[src/rtl/regblk_pkg.sv]
package regblk_pkg;

   // Low address bits that take part in the decode.
   localparam int DEC_W     = 6;
   localparam int IDX_W     = DEC_W - 2;
   localparam int NUM_PLAIN = 6;

   // The word index in addr[5:2] is this enum's value.
   typedef enum logic [IDX_W-1:0] {
      SEL_MODE   = 4'd0,
      SEL_DATA   = 4'd1,
      SEL_STAT   = 4'd2,
      SEL_PWR    = 4'd3,
      SEL_CTRL   = 4'd4,
      SEL_IRQREQ = 4'd5,
      SEL_IRQMSK = 4'd6,
      SEL_IRQSTS = 4'd7,
      SEL_DIR    = 4'd8,
      SEL_LVLW   = 4'd9,
      SEL_LVLR   = 4'd10,
      SEL_NONE   = 4'd15
   } sel_e;

   localparam int LAST_IDX = 10;

   // Storage slot of a side-effect-free register, or -1.
   function automatic int plain_slot(sel_e s);
      case (s)
         SEL_MODE:   return 0;
         SEL_DATA:   return 1;
         SEL_CTRL:   return 2;
         SEL_IRQREQ: return 3;
         SEL_IRQMSK: return 4;
         SEL_IRQSTS: return 5;
         default:    return -1;
      endcase
   endfunction

endpackage

[src/rtl/regblk_decode.sv]
module regblk_decode
   import regblk_pkg::*;
(
   input  logic [DEC_W-1:0] addr,
   output sel_e             sel,
   output logic             mapped
);

   logic [IDX_W-1:0] idx;

   assign idx    = addr[DEC_W-1:2];
   assign mapped = (addr[1:0] == 2'b00) && (int'(idx) <= LAST_IDX);
   assign sel    = mapped ? sel_e'(idx) : SEL_NONE;

endmodule

[src/rtl/regblk_store.sv]
module regblk_store
   import regblk_pkg::*;
#(
   parameter int REG_W        = 16,
   parameter int STAT_INIT    = 2,
   parameter int PWR_TRIG_BIT = 7,
   parameter int PWR_FORCE    = 'h8040
)(
   input  logic             clk,
   input  logic             rst_n,
   input  logic             wen,
   input  sel_e             sel,
   input  logic [REG_W-1:0] wr_val,
   output logic [REG_W-1:0] rd_val
);

   localparam logic [REG_W-1:0] FORCE_M = REG_W'(PWR_FORCE);
   localparam logic [REG_W-1:0] STAT_V  = REG_W'(STAT_INIT);

   logic [REG_W-1:0] plain_q [NUM_PLAIN];
   logic [REG_W-1:0] pwr_q;
   logic [REG_W-1:0] pwr_d;

   for (genvar k = 0; k < NUM_PLAIN; k++) begin : g_plain
      always_ff @(posedge clk) begin
         if (!rst_n)
            plain_q[k] <= '0;
         else if (wen && plain_slot(sel) == k)
            plain_q[k] <= wr_val;
      end
   end

   assign pwr_d = wr_val | (wr_val[PWR_TRIG_BIT] ? FORCE_M : '0);

   always_ff @(posedge clk) begin
      if (!rst_n)
         pwr_q <= '0;
      else if (wen && sel == SEL_PWR)
         pwr_q <= pwr_d;
   end

   always_comb begin
      rd_val = '0;
      for (int k = 0; k < NUM_PLAIN; k++)
         if (plain_slot(sel) == k) rd_val = plain_q[k];
      if (sel == SEL_STAT) rd_val = STAT_V;
      if (sel == SEL_PWR)  rd_val = pwr_q;
   end

   // trigger bit written -> forced bits present in stored word
   a_r3_pwr_force: assert property (@(posedge clk) disable iff (!rst_n)
      (wen && sel == SEL_PWR && wr_val[PWR_TRIG_BIT]) |=> ((pwr_q & FORCE_M) == FORCE_M));

   // without the trigger bit the word is stored as written
   a_r3_pwr_plain: assert property (@(posedge clk) disable iff (!rst_n)
      (wen && sel == SEL_PWR && !wr_val[PWR_TRIG_BIT]) |=> (pwr_q == $past(wr_val)));

endmodule

[src/rtl/regblk_gpio.sv]
module regblk_gpio
   import regblk_pkg::*;
#(
   parameter int REG_W = 16,
   parameter int NGPIO = 16
)(
   input  logic             clk,
   input  logic             rst_n,
   input  logic             wen,
   input  sel_e             sel,
   input  logic [REG_W-1:0] wr_val,
   input  logic [NGPIO-1:0] evt_en,
   input  logic [NGPIO-1:0] evt_val,
   output logic [REG_W-1:0] rd_val,
   output logic [NGPIO-1:0] gpio_out
);

   logic [REG_W-1:0] dir_q, lvl_q;
   logic [REG_W-1:0] dir_d, lvl_d, lvl_wr_d, gated_d, gated_now;
   logic [NGPIO-1:0] out_q;
   logic             wr_dir, wr_lvl, refresh;

   assign wr_dir  = wen && (sel == SEL_DIR);
   assign wr_lvl  = wen && (sel == SEL_LVLW || sel == SEL_LVLR);
   assign refresh = wr_dir || wr_lvl;

   assign lvl_wr_d = wr_lvl ? (wr_val & dir_q) : lvl_q;
   assign dir_d    = wr_dir ? wr_val : dir_q;

   // Pin events override the bus write bit by bit, with no direction mask.
   for (genvar i = 0; i < REG_W; i++) begin : g_lvl
      if (i < NGPIO) begin : g_pin
         assign lvl_d[i] = evt_en[i] ? evt_val[i] : lvl_wr_d[i];
      end else begin : g_nopin
         assign lvl_d[i] = lvl_wr_d[i];
      end
   end

   assign gated_d   = lvl_d & dir_d;
   assign gated_now = lvl_q & dir_q;

   always_ff @(posedge clk) begin
      if (!rst_n) begin
         dir_q <= '0;
         lvl_q <= '0;
         out_q <= '0;
      end else begin
         dir_q <= dir_d;
         lvl_q <= lvl_d;
         if (refresh) out_q <= gated_d[NGPIO-1:0];
      end
   end

   assign gpio_out = out_q;

   always_comb begin
      rd_val = '0;
      if (sel == SEL_DIR)                        rd_val = dir_q;
      else if (sel == SEL_LVLW || sel == SEL_LVLR) rd_val = lvl_q;
   end

   // outputs move only on the edge of a direction or level write
   a_r7_out_hold: assert property (@(posedge clk) disable iff (!rst_n)
      !$stable(gpio_out) |-> $past(refresh));

   // after a refresh the lines show the gated level
   a_r7_out_match: assert property (@(posedge clk) disable iff (!rst_n)
      refresh |=> (gpio_out == gated_now[NGPIO-1:0]));

   // a bus level write alone leaves no bit outside direction
   a_r5_lvl_masked: assert property (@(posedge clk) disable iff (!rst_n)
      (wr_lvl && evt_en == '0) |=> ((lvl_q & ~dir_q) == '0));

   // event bits are loaded unmasked
   a_r8_evt_load: assert property (@(posedge clk) disable iff (!rst_n)
      (evt_en != '0) |=> ((lvl_q[NGPIO-1:0] & $past(evt_en)) == ($past(evt_val) & $past(evt_en))));

   // a direction write leaves level alone
   a_r6_dir_keeps_lvl: assert property (@(posedge clk) disable iff (!rst_n)
      (wr_dir && evt_en == '0) |=> (lvl_q == $past(lvl_q)));

endmodule

[src/rtl/ctl_gpio_regblk.sv]
module ctl_gpio_regblk
   import regblk_pkg::*;
#(
   parameter int ADDR_W       = 12,
   parameter int BUS_W        = 32,
   parameter int REG_W        = 16,
   parameter int NGPIO        = 16,
   parameter int STAT_INIT    = 2,
   parameter int PWR_TRIG_BIT = 7,
   parameter int PWR_FORCE    = 'h8040
)(
   input  logic              clk,
   input  logic              rst_n,
   input  logic [ADDR_W-1:0] bus_addr,
   input  logic              bus_wen,
   input  logic [BUS_W-1:0]  bus_wdata,
   input  logic              bus_ren,
   output logic [REG_W-1:0]  bus_rdata,
   input  logic [NGPIO-1:0]  pin_evt_en,
   input  logic [NGPIO-1:0]  pin_evt_val,
   output logic [NGPIO-1:0]  gpio_out,
   output logic              bad_access
);

   initial begin
      assert (ADDR_W > DEC_W)            else $error("ADDR_W must exceed the decoded bits");
      assert (BUS_W > REG_W)             else $error("BUS_W must exceed REG_W");
      assert (NGPIO == REG_W)            else $error("NGPIO must equal REG_W");
      assert (PWR_TRIG_BIT < REG_W)      else $error("PWR_TRIG_BIT out of range");
   end

   sel_e             sel;
   logic             mapped;
   logic [REG_W-1:0] wr_val, store_rd, gpio_rd;
   logic [REG_W-1:0] rdata_q;
   logic             bad_q;
   logic             unused_hi;

   assign wr_val    = bus_wdata[REG_W-1:0];
   assign unused_hi = ^{bus_addr[ADDR_W-1:DEC_W], bus_wdata[BUS_W-1:REG_W]};

   regblk_decode u_dec (
      .addr   (bus_addr[DEC_W-1:0]),
      .sel    (sel),
      .mapped (mapped)
   );

   regblk_store #(
      .REG_W        (REG_W),
      .STAT_INIT    (STAT_INIT),
      .PWR_TRIG_BIT (PWR_TRIG_BIT),
      .PWR_FORCE    (PWR_FORCE)
   ) u_store (
      .clk    (clk),
      .rst_n  (rst_n),
      .wen    (bus_wen),
      .sel    (sel),
      .wr_val (wr_val),
      .rd_val (store_rd)
   );

   regblk_gpio #(
      .REG_W (REG_W),
      .NGPIO (NGPIO)
   ) u_gpio (
      .clk      (clk),
      .rst_n    (rst_n),
      .wen      (bus_wen),
      .sel      (sel),
      .wr_val   (wr_val),
      .evt_en   (pin_evt_en),
      .evt_val  (pin_evt_val),
      .rd_val   (gpio_rd),
      .gpio_out (gpio_out)
   );

   always_ff @(posedge clk) begin
      if (!rst_n) begin
         rdata_q <= '0;
         bad_q   <= 1'b0;
      end else begin
         if (bus_ren) rdata_q <= store_rd | gpio_rd;
         bad_q <= bus_wen && !mapped;
      end
   end

   assign bus_rdata  = rdata_q;
   assign bad_access = bad_q;

   // flag only after an unmapped write
   a_r9_bad_pulse: assert property (@(posedge clk) disable iff (!rst_n)
      bad_access |-> $past(bus_wen && !mapped));

   // unmapped reads return zero
   a_r9_unmapped_zero: assert property (@(posedge clk) disable iff (!rst_n)
      (bus_ren && !mapped) |=> (bus_rdata == '0));

   // status reads its fixed value
   a_r4_status_read: assert property (@(posedge clk) disable iff (!rst_n)
      (bus_ren && sel == SEL_STAT) |=> (bus_rdata == REG_W'(STAT_INIT)));

   // read data holds when no read strobe
   a_r10_hold: assert property (@(posedge clk) disable iff (!rst_n)
      !bus_ren |=> $stable(bus_rdata));

endmodule

[config.mk]
export PLATFORM = sky130hd
export DESIGN_NAME = ctl_gpio_regblk
export DESIGN_NICKNAME = d
export VERILOG_FILES = /design/src/rtl/regblk_pkg.sv /design/src/rtl/regblk_decode.sv /design/src/rtl/regblk_store.sv /design/src/rtl/regblk_gpio.sv /design/src/rtl/ctl_gpio_regblk.sv
export SDC_FILE = /design/constraint.sdc
export NUM_CORES = 1
export LEC_CHECK = 0
export CELL_PAD_IN_SITES_DETAIL_PLACEMENT = 1
export CELL_PAD_IN_SITES_GLOBAL_PLACEMENT = 1
export CORE_MARGIN = 2
export CORE_UTILIZATION = 35
export CTS_CLUSTER_DIAMETER = 30
export DETAILED_ROUTE_END_ITERATION = 10
export GPL_ROUTABILITY_DRIVEN = 0
export GPL_TIMING_DRIVEN = 0
export PLACE_DENSITY_LB_ADDON = 0.12
export SETUP_SLACK_MARGIN = 0.2
export SLEW_MARGIN = 20
export SYNTH_ARGS = -nofsm -noshare
export SYNTH_HDL_FRONTEND = slang
export SYNTH_SLANG_ARGS = --single-unit
[constraint.sdc]
create_clock -name clk -period 8.7 [get_ports clk]
set_input_delay 1.74 -clock clk [delete_from_list [all_inputs] [get_ports clk]]
set_output_delay 1.74 -clock clk [all_outputs]
set_load 0.02 [all_outputs]
==> results.md, run 1 <==
- Flop2flop setup slack: 7.39 ns
- I/O pin cnt: ~110
- PnR Total Power: ~1.9 mW
- Final Util: between 40% and 50%
- Achievable Freq: around 240 MHz
- Clock skew: roughly 0.011 ns
- Reg2reg start: u_store.plain_q[5][3]$_SDFFCE_PN0P_
- Leak: roughly 3.4 nW
- Setup-failing EPs final: 0
- Synth Flop Type: edfxtp_1
- Core area: about 22000 sq um
- # DRC: 0
- Clock sinks: 177
- Outcome: finished clean
- P&R area growth vs syn: 24.3%
- Synth Register Bits: 177
- VDD IR max: about 130 uV
- WL final: about 24000 um
- CP endpoint kind: register
- HP Start: u_gpio.gpio_out[0]$_SDFFE_PN0P_
- Worst Path Arrival: 4.28 ns
- Setup TNS: 0 ns
- Post-CTS Resized: 0
- Vias in the first global route: 6438
- Placed wire-length estimate: between 15000 and 20000 um
- Synthesized area per cell: around 11 sq um
- Worst r2r path cells: 4
- Power Dens Cells: between 150 and 200 nW/um^2
- Period utilization: between 40 and 50%
- Critical Path RT: between 8 and 9 ns
- Hold path cells: 2
- Die width: between 150 and 200 um
- Slew Limit Headroom: 45.5%
- Post-route insts no fill: 1123
- DR vias: ~6000
- Detailed Routing Iterations Pass 1: 4
- CTS tree: built
- Post-synth EDFFs: 96
- Syn_nets: roughly 800
- # H-tree levels: 4
- Proportion of netlist area held by the largest area contributor: between 30% and 40%
- Worst slack, placed: just over 4 ns
- Fin. max-slew vios: 0
- Final ANT Viol Nets: 0
- Post-synth top area cell: edfxtp_1
- Die area: between 20000 and 25000 sq um
- Syn. warnings: 0
- Worst hold path type: register to register
- Area contributors post-synth: edfxtp_1, dfxtp_1, and2_1
- Number of max-cap violations: 0
- P_int: between 1.5 and 2 mW
- Placed insts: between 1000 and 1500
- Psw: approximately 430 uW
- DR iter-0 viols: ~300
- CTS Hold Bufs: 0
- Share of cells above drive strength 1: about 8%
- WHS Endpoint: u_gpio.gpio_out[0]$_SDFFE_PN0P_
- Crit path time final: about 4.2 ns
- NumNets Final: about 910
- Setup Buffers After CTS: 0
- Syn Inst Count: around 720
- Sw Share: between 20 and 25%
- Cts bufs inserted: 17
- Comb power frac: under 10%
- RSZ-0062 raised after global routing: no
- Seq pwr share: 47.6%
- Asr flop ratio synth: 0%
- Root Buffer: clkbuf_16
- Via/cell ratio: about 5.4
- First-pass GRT wire length: between 30000 and 40000 um
- Total GRT Usage: between 20% and 30%
- Most frequent cell after synthesis: and2_1
- Post-route worst setup slack: approximately 4.5 ns
- Worst-Skew Late Latency: approximately 0.43 ns
- Die Y: between 150 and 200 um
- Clock share of power: 45.4%
- Netlist Area Pre-Place: 7950 sq um
- Drt wl/cell: ~21 um
- WS Path Type: input pin to register
- Max Root-Sink Buffers: 2
- Row cnt: between 50 and 60
- Initial antenna violation count: 1
- Fin. Hold Viols: 0
- Port Buf Inserts: 86
- Reg2reg end: bus_rdata[3]$_SDFFE_PN0P_
- Worst-path clk slew: around 0.07 ns
- Crit-path max FO: 16
- Diode count: 0
- GRT overflow: 0
- Initial Utilization: roughly 35%
- Largest net degree at the start of global routing: 17
- Sequential element share of the synthesized area: around 57%
- Unique masters post-synth: 45
- Critical Path Source Type: input pin
- Commonest cells post-synth: and2_1, edfxtp_1, dfxtp_1, nand2_1, nor2b_1
- Slew @ Worst Pin: between 0.8 and 0.9 ns
## registers in the layout, indices dropped and copies added (netlist names)
signal and cells:
bad_access 1, bus_rdata 16, u_gpio.dir_q 16, u_gpio.gpio_out 16, u_gpio.lvl_q 16, u_store.plain_q 96, u_store.pwr_q 16
## cells in the final DEF (no fill, tap or decap), types with 2 or more instances in the layout
cell type	n
nor2_4	2
clkinv_1	2
o21ai_2	3
a21oi_1	18
clkbuf_16	17
and2_1	98
nor2_1	9
nor2b_1	50
a22oi_1	15
nand3_1	4
clkbuf_1	30
a21o_1	16
a221oi_1	31
nor3_1	23
dfxtp_1	81
inv_6	3
a21boi_0	4
o21ai_0	18
buf_6	5
bufinv_16	6
o221ai_1	15
inv_8	2
mux2i_1	30
o2bb2ai_1	14
nor3b_1	2
buf_4	2
buf_2	12
nand2b_1	2
o31ai_1	17
inv_1	3
nand2_1	72
nor2_2	4
a31oi_1	16
nor3_2	2
a21boi_1	11
edfxtp_1	96
clkdlybuf4s50_1	86
## routing by layer
metal,GRT usage [%],wire length [um]
met3,3.64,773
met4,3.70,108
met5,0,13
met2,36.1,12000
met1,27.7,11200
## through the flow
step           hold slack (ns)  area (sq um)
6_report                 0.453          9880
3_3_place_gp             0.440          9170
5_1_grt                  0.485          9880
4_1_cts                  0.464          9880
3_5_place_dp             0.445          9200
2_1_floorplan            0.435          7950
## area by class of cell
cell class	count	area, sq um
Fill cell	2442	12600
Sequential cell	177	4500
Multi-Input combinational cell	491	3220
Timing Repair Buffer	88	883
Clock buffer	17	425
Tap cell	285	357
Clock inverter	15	253
Buffer	47	221
Inverter	3	11.3
## critical path, stage by stage
cell and delay [ns]:
clkdlybuf4s50_1 0.58, or4b_4 0.63, nand2b_1 0.16, buf_2 0.18
clkbuf_1 0.27, o21ai_2 0.72
## power by group through the flow
stage	Sequential [mW]	Clock (mW)	Combinational [mW]
CTS	0.928	0.900	0.137
global placement	0.946	0	0.131
finish	0.928	0.885	0.136
floorplan	0.945	0	0.0564
detailed placement	0.946	0	0.136
global route	0.931	0.935	0.147
## cells by family (layout without fill, tap and decap cells)
logic type	after synthesis	after routing	synth area share [%]
compound gates	181	181	16.6
xor+xnor	1	1	0.110
buf+inv	50	170	2.93
flops	177	177	56.7
mux	30	30	3.78
simple gates	279	279	19.9
## worst max path at each step
stage	endpoint	slack [ns]	start	depth (start not counted)
after global placement	u_store.plain_q[5][6]$_SDFFCE_PN0P_	3.02	bus_addr[2]	5
after floorplan	u_store.plain_q[3][0]$_SDFFCE_PN0P_	4.19	bus_addr[3]	6
after CTS	u_store.plain_q[3][13]$_SDFFCE_PN0P_	4.49	bus_addr[1]	6
after global routing	u_store.plain_q[3][13]$_SDFFCE_PN0P_	4.36	bus_addr[1]	6
after detailed placement	u_store.plain_q[3][9]$_SDFFCE_PN0P_	4.05	bus_addr[1]	6
final	u_store.plain_q[3][2]$_SDFFCE_PN0P_	4.47	bus_addr[1]	6
(Power assumes the default switching activity.)
==> run 2: changes to the inputs <==
==> constraint.sdc (replaced) <==
create_clock -name clk -period 4 [get_ports clk]
set_input_delay 0.8 -clock clk [delete_from_list [all_inputs] [get_ports clk]]
set_output_delay 0.8 -clock clk [all_outputs]
set_load 0.02 [all_outputs]
==> results of run 2 <==
Same layout as run 1 (identical final DEF). Status: finished clean.
Among the figures that moved: setup slack after placement 4.05 ns -> 0.291 ns; setup slack after layout 4.47 ns -> 0.710 ns; register-to-register setup slack 7.39 ns -> 2.69 ns; total power 1.95 mW -> 4.24 mW; worst IR drop on VDD 130 uV -> 283 uV
==> run 3: changes to the inputs <==
==> constraint.sdc (replaced) <==
create_clock -name clk -period 3.1 [get_ports clk]
set_input_delay 0.62 -clock clk [delete_from_list [all_inputs] [get_ports clk]]
set_output_delay 0.62 -clock clk [all_outputs]
set_load 0.02 [all_outputs]
==> run 3 against run 2 <==
  * Total power up 22%
  * Clock skew hardly changed
  * Setup slack worse by 0.45 ns
  * Wire length rose by 0.35%
  * First-iteration DRC count grew 25%
  * Critical path depth down 2
  * Hold slack improved by 0.0054 ns
  * Critical path type unchanged
  * Largest power group unchanged
  * Highest routed layer unchanged
==> results.md, run 3 (same netlist as run 1, synthesis figures left out) <==
- Outcome: finished clean (unchanged)
- Port Buf Inserts: 86 (unchanged)
- Via/cell ratio: 5.37 (was 5.36)
- Initial antenna violation count: 2 (was 1)
- Die Y: 155 um (unchanged)
- Crit path time final: about 2.8 ns
- Final Util: 43.9% (was 44.0%)
- Max Root-Sink Buffers: 2 (unchanged)
- WS Path Type: input pin to register (unchanged)
- Critical Path RT: 3.16 ns (was 4.05 ns)
- Vias in the first global route: 6383 (was 6438)
- Clock skew: 0.0109 ns (was 0.0113 ns)
- WL final: 24200 um (was 24100 um)
- GRT overflow: 0 (unchanged)
- Share of cells above drive strength 1: 8.92% (was 8.00%)
- CTS tree: built (unchanged)
- VDD IR max: 382 uV (was 283 uV)
- Post-Place Cell Area: 9180 sq um (was 9200 sq um)
- DR iter-0 viols: 379 (was 303)
- Critical Path Source Type: input pin (unchanged)
- P&R area growth vs syn: 23.9% (was 24.3%)
- Row cnt: 55 (unchanged)
- Detailed Routing Iterations Pass 1: 4 (unchanged)
- Post-route worst setup slack: 0.264 ns (was 0.710 ns)
- Total GRT Usage: 20.9% (was 20.8%)
- Crit-path max FO: 16 (unchanged)
- Power Dens Cells: 523 nW/um^2 (was 429 nW/um^2)
- Drt wl/cell: 21.5 um (about the same)
- Root Buffer: clkbuf_16 (unchanged)
- Fin. Hold Viols: 0 (unchanged)
- Final ANT Viol Nets: 0 (unchanged)
- DR WL met3: 802 um (was 773 um)
- Worst-Skew Late Latency: 0.44 ns (was 0.43 ns)
- Cts bufs inserted: 17 (unchanged)
- DR top layer: met5 (unchanged)
- Die area: 23900 sq um (unchanged)
- Setup TNS: 0 ns (unchanged)
- Most common cell after layout, fill and taps aside: and2_1 (unchanged)
- Slew Limit Headroom: 37.4% (was 45.5%)
- Worst hold path type: register to register (unchanged)
- Clock sinks: 177 (unchanged)
- Period utilization: between 90% and 100%
- # H-tree levels: 4 (unchanged)
- Setup-failing EPs final: 0 (unchanged)
- CTS Hold Bufs: 0 (unchanged)
- Metal1 wirelength: 11000 um (was 11200 um)
- RSZ-0062 raised after global routing: yes (was no)
- I/O pin cnt: 113 (unchanged)
- Core area: 22400 sq um (unchanged)
- First-pass GRT wire length: 37800 um (was 37900 um)
- Worst Path Arrival: 2.89 ns (was 3.34 ns)
- NumNets Final: 908 (was 905)
- Worst-path clk slew: 0.06 ns (was 0.07 ns)
- Achievable Freq: approximately 350 MHz
- Fin. max-slew vios: 0 (unchanged)
- Initial Utilization: 35.4% (unchanged)
- Largest net degree at the start of global routing: 17 (unchanged)
- Placed wire-length estimate: 19000 um (about the same)
- Max reg flops: 96 (unchanged)
- Final instance area: 9850 sq um (was 9880 sq um)
- Largest Register: u_store.plain_q (unchanged)
- Worst hold slack: 0.459 ns (was 0.453 ns)
- Die width: 155 um (unchanged)
- # DRC: 0 (unchanged)
- DR vias: 6057 (was 6023)
- Leak: 3.37 nW (was 3.39 nW)
- Worst slack, placed: -0.450 ns (was 0.291 ns)
- Highest-count cells in the layout ignoring fill and taps: and2_1, edfxtp_1, clkdlybuf4s50_1, dfxtp_1, nand2_1 (unchanged)
- Number of max-cap violations: 0 (unchanged)
- Met2 wire len: 12100 um (was 12000 um)
- CP endpoint kind: register (unchanged)
- Slew @ Worst Pin: 0.939 ns (was 0.817 ns)
[run 3: changes by cell type in the layout (fill, tap and decap cells not counted), sizes merged]
cell | before | now
buf | 19 | 22
diode | 0 | 1
clkinv | 3 | 6
bufinv | 6 | 2
clkinvlp | 1 | 2
[run 3: layout make-up]
cell class	count	area, sq um
Clock buffer	17	425
Buffer	47	223
Multi-Input combinational cell	491	3260
Inverter	3	11.3
Sequential cell	177	4500
Timing Repair Buffer	91	911
Clock inverter	15	159
Fill cell	2440	12600
Tap cell	285	357
Antenna cell	1	2.50
[run 3: final timing paths]
check,from,endpoint,slack (ns),cells after the start
setup / recovery,bus_addr[5],u_store.plain_q[4][0]$_SDFFCE_PN0P_,0.26,4
hold / removal,u_store.pwr_q[14]$_SDFFE_PN0P_,u_store.pwr_q[14]$_SDFFE_PN0P_,0.46,2
setup reg to reg,u_store.plain_q[5][13]$_SDFFCE_PN0P_,bus_rdata[13]$_SDFFE_PN0P_,1.79,4
hold reg to reg,u_store.pwr_q[14]$_SDFFE_PN0P_,u_store.pwr_q[14]$_SDFFE_PN0P_,0.46,2
[run 3: where the power goes]
group | switching, mW | leakage, nW | total [mW] | internal (mW)
Combinational | 0.226 | 1.52 | 0.388 | 0.162
Sequential | 0.0434 | 1.57 | 2.60 | 2.56
Clock | 0.960 | 0.283 | 2.16 | 1.20
[run 3: routing by layer]
metal | vias up | GRT usage [%]
li1 | 2868 | -
met1 | 3065 | 27.2
met2 | 102 | 36.4
met3 | 20 | 3.98
met4 | 2 | 4.28
met5 | - | 0
[run 3: what timing repair did]
action	in CTS	in global routing
pin swaps	1	2
setup endpoints to repair	80	63
setup buffers	2	3
gates resized for setup	5	4
[run 3: metrics by stage]
stage | power [mW] | instances
3_5_place_dp | 3.03 | 1089
4_1_cts | 5.19 | 1123
6_report | 5.15 | 1127
5_1_grt | 5.34 | 1126
2_1_floorplan | 2.81 | 718
3_3_place_gp | 3.02 | 1089
[run 3: critical path, stage by stage]
cell and delay [ns]:
clkdlybuf4s50_1 0.63, nand2b_1 0.46, or3_4 0.51, o21ai_2 0.66
